$ cat src/rtl/exc_pkg.sv
package exc_pkg;
    typedef enum logic [1:0] {
        ST_NORM = 2'd0,
        ST_STOP = 2'd1,
        ST_EXC  = 2'd2,
        ST_HALT = 2'd3
    } exc_state_t;

    localparam int SR_W         = 16;
    localparam int SR_T_BIT     = 15;
    localparam int SR_S_BIT     = 13;
    localparam int SR_MASK_LO   = 8;
    localparam int LVL_W        = 3;
    localparam int VEC_W        = 8;
    localparam int VN_RESET     = 0;
    localparam int VN_BUS       = 2;
    localparam int VN_ADDR      = 3;
    localparam int VN_DIV0      = 5;
    localparam int VN_AUTO_BASE = 24;
    localparam int VN_TRAP_BASE = 32;
    localparam logic [SR_W-1:0] SR_RESET = 16'h2700;
endpackage

$ cat src/rtl/exc_irq_gate.sv
module exc_irq_gate
    import exc_pkg::*;
(
    input  logic             clk,
    input  logic             rst_n,
    input  logic [LVL_W-1:0] ipl_n,
    input  logic [LVL_W-1:0] mask,
    input  logic             take_en,
    output logic [LVL_W-1:0] level,
    output logic             take
);
    localparam logic [LVL_W-1:0] LVL_TOP = '1;

    logic [LVL_W-1:0] level_prev;
    logic             top_pend;
    logic             top_edge;
    logic             top_armed;

    assign level     = ~ipl_n;
    assign top_edge  = (level == LVL_TOP) && (level_prev != LVL_TOP);
    assign top_armed = (level == LVL_TOP) && (top_pend || top_edge);
    assign take      = take_en && ((level > mask) || top_armed);

    always_ff @(posedge clk or negedge rst_n) begin
        if (!rst_n) begin
            level_prev <= '0;
            top_pend   <= 1'b0;
        end else begin
            level_prev <= level;
            if (take && (level == LVL_TOP))
                top_pend <= 1'b0;
            else if (top_edge)
                top_pend <= 1'b1;
        end
    end

    // a held top level is taken only once.
    p_top_once_r6: assert property (@(posedge clk) disable iff (!rst_n)
        (take && level == LVL_TOP && mask == LVL_TOP) |=>
            !(take && level == LVL_TOP && $past(level) == LVL_TOP && mask == LVL_TOP && !top_pend));
endmodule

$ cat src/rtl/exc_src_sel.sv
module exc_src_sel
    import exc_pkg::*;
#(
    parameter int TRAP_W = 4
) (
    input  logic              src_en,
    input  logic              bus_err,
    input  logic              addr_err,
    input  logic              trap_req,
    input  logic [TRAP_W-1:0] trap_num,
    input  logic              div0_req,
    input  logic              irq_take,
    input  logic [LVL_W-1:0]  irq_level,
    output logic              hit,
    output logic              is_irq,
    output logic [VEC_W-1:0]  vec_num
);
    always_comb begin
        hit     = 1'b1;
        is_irq  = 1'b0;
        vec_num = VEC_W'(VN_RESET);
        if (src_en && bus_err)
            vec_num = VEC_W'(VN_BUS);
        else if (src_en && addr_err)
            vec_num = VEC_W'(VN_ADDR);
        else if (src_en && trap_req)
            vec_num = VEC_W'(VN_TRAP_BASE) + VEC_W'(trap_num);
        else if (src_en && div0_req)
            vec_num = VEC_W'(VN_DIV0);
        else if (irq_take) begin
            is_irq  = 1'b1;
            vec_num = VEC_W'(VN_AUTO_BASE) + VEC_W'(irq_level);
        end else
            hit = 1'b0;
    end

    // no instruction source is ever picked while a bus error is present.
    always_comb begin
        if (src_en && bus_err)
            a_bus_first_r3: assert (vec_num == VEC_W'(VN_BUS) && !is_irq);
    end
endmodule

$ cat src/rtl/exc_state_ctrl.sv
module exc_state_ctrl
    import exc_pkg::*;
#(
    parameter int TRAP_W = 4,
    localparam int ADDR_W = VEC_W + 2
) (
    input  logic              clk,
    input  logic              rst_n,
    input  logic [2:0]        ipl_n,
    input  logic              stop_req,
    input  logic [15:0]       stop_sr,
    input  logic              trap_req,
    input  logic [TRAP_W-1:0] trap_num,
    input  logic              div0_req,
    input  logic              bus_err,
    input  logic              addr_err,
    input  logic              fetch_ack,
    output logic [1:0]        state,
    output logic [ADDR_W-1:0] vec_addr,
    output logic              vec_stb,
    output logic [15:0]       sr
);
    exc_state_t         st_q, st_d;
    logic [SR_W-1:0]    sr_q, sr_d;
    logic [VEC_W-1:0]   vn_q, vn_d;
    logic [LVL_W-1:0]   irq_level;
    logic               irq_take, sel_hit, sel_irq;
    logic [VEC_W-1:0]   sel_vec;
    logic               in_norm, in_stop, fault;

    assign in_norm = (st_q == ST_NORM);
    assign in_stop = (st_q == ST_STOP);
    assign fault   = bus_err || addr_err;

    exc_irq_gate u_irq (
        .clk     (clk),
        .rst_n   (rst_n),
        .ipl_n   (ipl_n),
        .mask    (sr_q[SR_MASK_LO +: LVL_W]),
        .take_en (in_norm || in_stop),
        .level   (irq_level),
        .take    (irq_take)
    );

    exc_src_sel #(.TRAP_W(TRAP_W)) u_sel (
        .src_en    (in_norm),
        .bus_err   (bus_err),
        .addr_err  (addr_err),
        .trap_req  (trap_req),
        .trap_num  (trap_num),
        .div0_req  (div0_req),
        .irq_take  (irq_take),
        .irq_level (irq_level),
        .hit       (sel_hit),
        .is_irq    (sel_irq),
        .vec_num   (sel_vec)
    );

    // next-state and next-status
    always_comb begin
        st_d = st_q;
        sr_d = sr_q;
        vn_d = vn_q;
        unique case (st_q)
            ST_NORM, ST_STOP: begin
                if (sel_hit) begin
                    st_d           = ST_EXC;
                    vn_d           = sel_vec;
                    sr_d[SR_T_BIT] = 1'b0;
                    sr_d[SR_S_BIT] = 1'b1;
                    if (sel_irq)
                        sr_d[SR_MASK_LO +: LVL_W] = irq_level;
                end else if (in_norm && stop_req) begin
                    st_d = ST_STOP;
                    sr_d = stop_sr;
                end
            end
            ST_EXC: begin
                if (fault)
                    st_d = ST_HALT;
                else if (fetch_ack)
                    st_d = ST_NORM;
            end
            ST_HALT: st_d = ST_HALT;
        endcase
    end

    // state register
    always_ff @(posedge clk or negedge rst_n) begin
        if (!rst_n) begin
            st_q <= ST_EXC;
            sr_q <= SR_RESET;
            vn_q <= VEC_W'(VN_RESET);
        end else begin
            st_q <= st_d;
            sr_q <= sr_d;
            vn_q <= vn_d;
        end
    end

    // outputs
    always_comb begin
        state    = st_q;
        sr       = sr_q;
        vec_stb  = (st_q == ST_EXC);
        vec_addr = {vn_q, 2'b00};
    end

    p_resume_r2: assert property (@(posedge clk) disable iff (!rst_n)
        (st_q == ST_EXC && fetch_ack && !fault) |=> state == 2'd0);

    p_entry_mode_r7: assert property (@(posedge clk) disable iff (!rst_n)
        $rose(vec_stb) |-> (sr[SR_S_BIT] && !sr[SR_T_BIT]));

    p_wake_mask_r5: assert property (@(posedge clk) disable iff (!rst_n)
        (in_stop && irq_take) |=> (vec_stb && sr[SR_MASK_LO +: LVL_W] == $past(irq_level)));

    p_stop_load_r8: assert property (@(posedge clk) disable iff (!rst_n)
        (in_norm && stop_req && !fault && !trap_req && !div0_req && !irq_take)
            |=> (state == 2'd1 && sr == $past(stop_sr)));

    p_stop_quiet_r9: assert property (@(posedge clk) disable iff (!rst_n)
        (in_stop && !irq_take) |=> (state == 2'd1 && $stable(sr)));

    p_double_fault_r10: assert property (@(posedge clk) disable iff (!rst_n)
        (st_q == ST_EXC && fault) |=> state == 2'd3);

    p_halt_sticky_r10: assert property (@(posedge clk) disable iff (!rst_n)
        (st_q == ST_HALT) |=> (state == 2'd3 && !vec_stb && $stable(sr)));
endmodule

$ cat config.mk
export PLATFORM = sky130hd
export DESIGN_NAME = exc_state_ctrl
export DESIGN_NICKNAME = d
export VERILOG_FILES = /design/src/rtl/exc_pkg.sv /design/src/rtl/exc_irq_gate.sv /design/src/rtl/exc_src_sel.sv /design/src/rtl/exc_state_ctrl.sv
export SDC_FILE = /design/constraint.sdc
export NUM_CORES = 1
export LEC_CHECK = 0
export BUFFER_PORTS_ARGS = -buffer_cell sky130_fd_sc_hd__buf_2
export CORE_ASPECT_RATIO = 1.1
export CORE_UTILIZATION = 42
export CTS_CLUSTER_SIZE = 16
export DETAILED_ROUTE_END_ITERATION = 10
export GPL_TIMING_DRIVEN = 1
export PLACE_DENSITY_LB_ADDON = 0.25
export SLEW_MARGIN = 20
export SYNTH_ARGS = -nofsm -noshare
export SYNTH_HDL_FRONTEND = slang
export SYNTH_SLANG_ARGS = --single-unit
export TNS_END_PERCENT = 1
$ cat constraint.sdc
create_clock -name clk -period 2.2 [get_ports clk]
set_input_delay 0.11 -clock clk [delete_from_list [all_inputs] [get_ports clk]]
set_output_delay 0.11 -clock clk [all_outputs]
set_load 0.05 [all_outputs]
==> run summary, run 1 <==
Status = finished with violations
Failing checks = DRC
DP HPWL = 2150 um
Longest Clk Path Bufs = 2
Endpoint class of the critical path = flip-flop
Total gr overflow = 0
Overall Power = 0.00248 W
Avg Inst Size Synth = 11.9 um2
Final hold violations = 0
WL met2 = 1500 um
Met3 WL = 141 um
EDFF count, synth = 0
CTS Buf Count = 3
Slew margin rel. = 59.6%
Min-delay worst type = in2reg
Met1 Wirelength = 1310 um
Largest net degree at the start of global routing = 29
Seq/Total Area, Yosys = 49.9%
Pins Over Slew Limit = 0
WL/cell = 13.5 um
CTS H-tree lvls = 1
Final setup violation count = 0
Area share of the largest cell type after synthesis = 40.6%
Final min period = 2.02 ns
Post-route setup TNS = 0 ns
DR DRC count = 6
Final nets = 223
DR top layer = met4
Hold buffers post-CTS = 14
Cell taking the most area after synthesis = dfrtp_1
Peak VDD IR = 0.000723 V
Area contributors post-synth = dfrtp_1, mux2_4, dfstp_2
PostCTS Resize Cnt = 0
Slew @ Worst Pin = 0.607 ns
Worst EP required = 2.48 ns
Antenna violations before repair = 0
Core area = 3130 um2
Library cells used by synthesis = 37
Crit start category = flip-flop
Clk_lat worst skew = 0.33 ns
FP Rows = 21
Placer Congestion = 0.769
Post-CTS Setup Inserts = 0
Number of global-route vias before repair = 1105
Worst-path maximum fanout = 13
Clock-pin slew of the registers on the worst-case setup and hold paths = 0.15 ns
Top Ports = 60
Fin crit share = 91.6%
Number of max-cap violations = 0
Synth Flop Type = dfrtp_1
Global-route wire length before repair = 4940 um
Post-synthesis register bit count = 28
Layout area overhead = 35.2%
# diodes = 0
Pwr/cell area = 1290 nW/um2
Ys async rst share = 100%
1st-iter DRT viols = 40
CTS tree = built
WHS = 0.0214 ns
Vias post-DR = 1118
Mapped Cells = 119
Share of layout cells above drive strength 1 = 48.4%
Final Non-Filler Cells = 222
Max frequency = 496 MHz
Routed wire length = 2990 um
Port bufs = 55
Post-synth top cells = dfrtp_1, mux2_4, nand2_1
Count leader, synth = dfrtp_1
WS Path Type = reg2reg
Vias per cell = 5.04
Total GRT Usage = 17.7%
Cell count after placement = 204
First-pass detailed-route iteration total = 7
Number of clock sinks = 28
Final ANT Viol Nets = 0
DIE HEIGHT = 62.9 um
Starting Density = 45.3%
Mapped Area = 1420 um2
RSZ-0062 raised after global routing = false
Clock skew = 0.00527 ns
Die width = 57.4 um
Full die area = 3610 um2
Clock root buffer = clkbuf_4
Synthesis warning total = 0
WP data arrival = 2.30 ns
Static leakage = 0.946 nW
## power breakdown
part	leakage, nW	internal [W]	switching (W)	total (W)
clock network	0.0279	0.000184	0.000153	0.000338
registers	0.338	0.000706	0.000120	0.000826
logic	0.580	0.000415	0.000897	0.00131
## layout make-up
class	count	area, um2
flip-flops and latches	28	707
clock buffers	3	22.5
inverters	8	30.0
repair buffers	70	423
clock inverters	1	30.0
well taps	34	42.5
multi-input cells	78	661
fillers	270	1210
## cells in the final DEF (no fill, tap or decap), types with 4 or more instances in the layout
cell type      synthesis  routed
a21oi_1                5       5
buf_2                  1      55
conb_1                 1       4
dfrtp_1               23      23
dfstp_2                5       5
dlygate4sd3_1          0      14
inv_1                  8       6
mux2_4                10      10
mux2i_1                5       5
nand2_1                9       9
nor2_1                 8       8
o21ai_0                4       4
## final timing paths
check | start | endpoint | slack (ns) | depth (start not counted)
setup / recovery | sr[9]$_DFFE_PN1P_ | sr[10]$_DFFE_PN1P_ | 0.18 | 7
hold / removal | trap_num[3] | vn_q[3]$_DFFE_PN0P_ | 0.02 | 3
setup reg to reg | sr[9]$_DFFE_PN1P_ | sr[10]$_DFFE_PN1P_ | 0.18 | 7
hold reg to reg | vn_q[2]$_DFFE_PN0P_ | vn_q[2]$_DFFE_PN0P_ | 0.51 | 1
max in group asynchronous | rst_n | sr[4]$_DFFE_PN0P_ | 1.50 | 2
min in group asynchronous | rst_n | sr[12]$_DFFE_PN0P_ | 0.30 | 2
## per-stage QoR
step	cell area, um2	setup WS (ns)	utilization, %
floorplan	1480	0.00410	-
global placement	1720	0.281	55.1
detailed placement	1720	0.225	55.1
CTS	1920	0.193	61.3
global route	1920	0.0771	61.3
finish	1920	0.185	61.3
## routing by layer
| metal | vias up | global-route usage (%) |
|---|---|---|
| met3 | 5 | 2.69 |
| met5 | - | 0 |
| met1 | 524 | 22.6 |
| met2 | 41 | 29.9 |
| met4 | 0 | 6.40 |
| li1 | 548 | - |
## critical path, cell delays in order, from the launching register on
cell and delay [ns]:
dfstp_2 0.58, inv_2 0.05, ha_4 0.24, a211oi_2 0.25, o31ai_4 0.08, buf_4 0.19, o21ai_0 0.36, a22o_1 0.22
## logic make-up (layout without fill, tap and decap cells)
family                   count (synthesis)  in the layout  share of synthesized area [%]
AND/OR/NAND/NOR                         30             30                           11.9
flip-flops                              28             28                           49.9
AO/OA/AOI/OAI                           25             25                           12.7
multiplexers                            16             16                           14.9
buffers and inverters                   16             82                           7.60
adder cells (fa/ha/maj)                  3              3                           2.65
other                                    1              4                          0.265
## flip-flops by register name (all words and copies together) (netlist names)
| register | flops |
|---|---|
| u_irq.top_pend | 1 |
| sr | 16 |
| state | 2 |
| u_irq.level_prev | 3 |
| vn_q | 6 |
No activity file was read; power rests on OpenSTA's default activity.
==> run 2: changes to the inputs <==
- CELL_PAD_IN_SITES_DETAIL_PLACEMENT: default -> 0
- CELL_PAD_IN_SITES_GLOBAL_PLACEMENT: default -> 1
- CORE_UTILIZATION: 42 -> 32
==> run 2 against run 1 <==
The flow now finishes without violations; via count is 3.1% lower; total power is 2.4% higher; sequential power is 1% higher; sequential share of layout area is 1.6 points higher; core utilization is 18 points lower; worst hold slack worse by 0.020 ns; maximum frequency is 2.2% higher; critical path depth stayed put; routed wire length is 3.5% higher; final area is 4.1% lower; worst setup slack better by 0.043 ns; sequential cell count stayed put.
==> run summary, run 2 (same netlist as run 1, synthesis figures left out) <==
Status = completed (was finished with violations)
FP Rows = 25 (was 21)
Clock root buffer = clkbuf_8 (was clkbuf_4)
Port bufs = 55 (unchanged)
Multi-input gate area = 661 um2 (unchanged)
Post-CTS Setup Inserts = 0 (unchanged)
WP data arrival = 2.19 ns (was 2.30 ns)
Routed wire length = 3100 um (was 2990 um)
Top Ports = 60 (unchanged)
DP HPWL = 2420 um (was 2150 um)
Number of clock sinks = 28 (unchanged)
RSZ-0062 raised after global routing = false (unchanged)
CTS H-tree lvls = 1 (unchanged)
Final Non-Filler Cells = 230 (was 222)
Max frequency = 507 MHz (was 496 MHz)
Final min period = 1.97 ns (was 2.02 ns)
WS Path Type = reg2reg (unchanged)
Endpoint class of the critical path = flip-flop (unchanged)
Final setup violation count = 0 (unchanged)
Fin crit share = 89.6% (was 91.6%)
PostCTS Resize Cnt = 0 (unchanged)
DR DRC count = 0 (was 6)
Longest Clk Path Bufs = 2 (unchanged)
Core area = 4290 um2 (was 3130 um2)
Clock skew = 0.00789 ns (was 0.00527 ns)
Clk_lat worst skew = 0.27 ns (was 0.33 ns)
Total gr overflow = 0 (unchanged)
Final ANT Viol Nets = 0 (unchanged)
Worst-path maximum fanout = 13 (unchanged)
Pins Over Slew Limit = 0 (unchanged)
Final nets = 211 (was 223)
Crit start category = flip-flop (unchanged)
CTS Buf Count = 3 (unchanged)
Worst EP required = 2.41 ns (was 2.48 ns)
DIE HEIGHT = 71.8 um (was 62.9 um)
Static leakage = 0.904 nW (was 0.946 nW)
Full die area = 4700 um2 (was 3610 um2)
Final hold violations = 0 (unchanged)
CTS tree = built (unchanged)
Vias post-DR = 1083 (was 1118)
Placer Congestion = 0.868 (was 0.769)
Layout area overhead = 29.7% (was 35.2%)
Slew margin rel. = 59.5% (was 59.6%)
Clock-pin slew of the registers on the worst-case setup and hold paths = 0.09 ns (was 0.15 ns)
Area occupied by registers = 707 um2 (unchanged)
Starting Density = 33.1% (was 45.3%)
Antenna violations before repair = 0 (unchanged)
WL/cell = 13.5 um (about the same)
1st-iter DRT viols = 24 (was 40)
Number of max-cap violations = 0 (unchanged)
Slew @ Worst Pin = 0.607 ns (about the same)
Max reg flops = 16 (unchanged)
Share of layout cells above drive strength 1 = 52.3% (was 48.4%)
Filler cells = 410 (was 270)
Most common cell after layout, fill and taps aside = buf_2 (unchanged)
Largest net degree at the start of global routing = 29 (unchanged)
Cell count after placement = 225 (was 204)
Number of global-route vias before repair = 1085 (was 1105)
Most frequent cells in the layout = buf_2, dfrtp_1, mux2_4 (was buf_2, dfrtp_1, dlygate4sd3_1)
Post-route setup TNS = 0 ns (unchanged)
Global-route wire length before repair = 5040 um (was 4940 um)
Die width = 65.4 um (was 57.4 um)
# diodes = 0 (unchanged)
Total GRT Usage = 13.9% (was 17.7%)
Pwr/cell area = 1380 nW/um2 (was 1290 nW/um2)
Min-delay worst type = in2reg (unchanged)
Peak VDD IR = 0.000553 V (was 0.000723 V)
Vias per cell = 4.71 (was 5.04)
First-pass detailed-route iteration total = 3 (was 7)
run 2: cell count changes in the layout (fill, tap and decap cells not counted), sizes merged:
cell,previous run,this run
buf,56,57
dlygate4sd3,14,1
run 2: worst paths after layout:
path                                startpoint                    to  slack [ns]  cells after the start
max                          sr[9]$_DFFE_PN1P_    sr[10]$_DFFE_PN1P_        0.23                      7
min                                  fetch_ack  state[1]$_DFFE_PN1P_       0.001                      2
max reg2reg                  sr[9]$_DFFE_PN1P_    sr[10]$_DFFE_PN1P_        0.23                      7
min reg2reg                vn_q[2]$_DFFE_PN0P_   vn_q[2]$_DFFE_PN0P_        0.50                      1
max in group asynchronous                rst_n   vn_q[2]$_DFFE_PN0P_        1.42                      2
min in group asynchronous                rst_n    sr[12]$_DFFE_PN0P_        0.37                      2
run 2: worst max-delay path, stage by stage, from the launching register on:
cell and delay (ns):
dfstp_2 0.57, inv_2 0.05, ha_4 0.24, a211oi_2 0.25
o31ai_4 0.08, buf_4 0.20, o21ai_0 0.33, a22o_1 0.20
run 2: report_power, final:
part	switching (W)	internal, W	total, W
sequential	0.000129	0.000708	0.000837
clock	0.000157	0.000243	0.000401
combinational	0.000896	0.000402	0.00130
run 2: cell type report:
class                   count  area share (%)
flip-flops and latches     28            38.5
multi-input cells          78            36.0
repair buffers             58            16.3
well taps                  54            3.68
clock buffers               3            2.25
clock inverters             1            1.63
inverters                   8            1.63
run 2: metal layers:
metal	GRT usage, %	vias to the layer above	wire length (um)
met5	0	-	0
met4	3.86	0	17
met3	2.23	2	170
met2	23.3	37	1450
met1	18.6	521	1460
li1	-	523	-
run 2: repair_timing:
action | CTS | global route
hold buffers | 1 | 0
hold endpoints to repair | 23 | 0
setup endpoints to repair | 0 | 0
run 2: per-stage QoR:
step                power, W  hold slack (ns)  util [%]  worst slack (ns)  area [um2]
floorplan            0.00187           -0.186         -           0.00410        1480
global placement     0.00213            0.159      41.0             0.260        1760
detailed placement   0.00216            0.164      41.0             0.233        1760
CTS                  0.00256         0.000906      42.9             0.220        1840
global route         0.00266           0.0158      42.9             0.115        1840
finish               0.00254          0.00147      42.9             0.228        1840
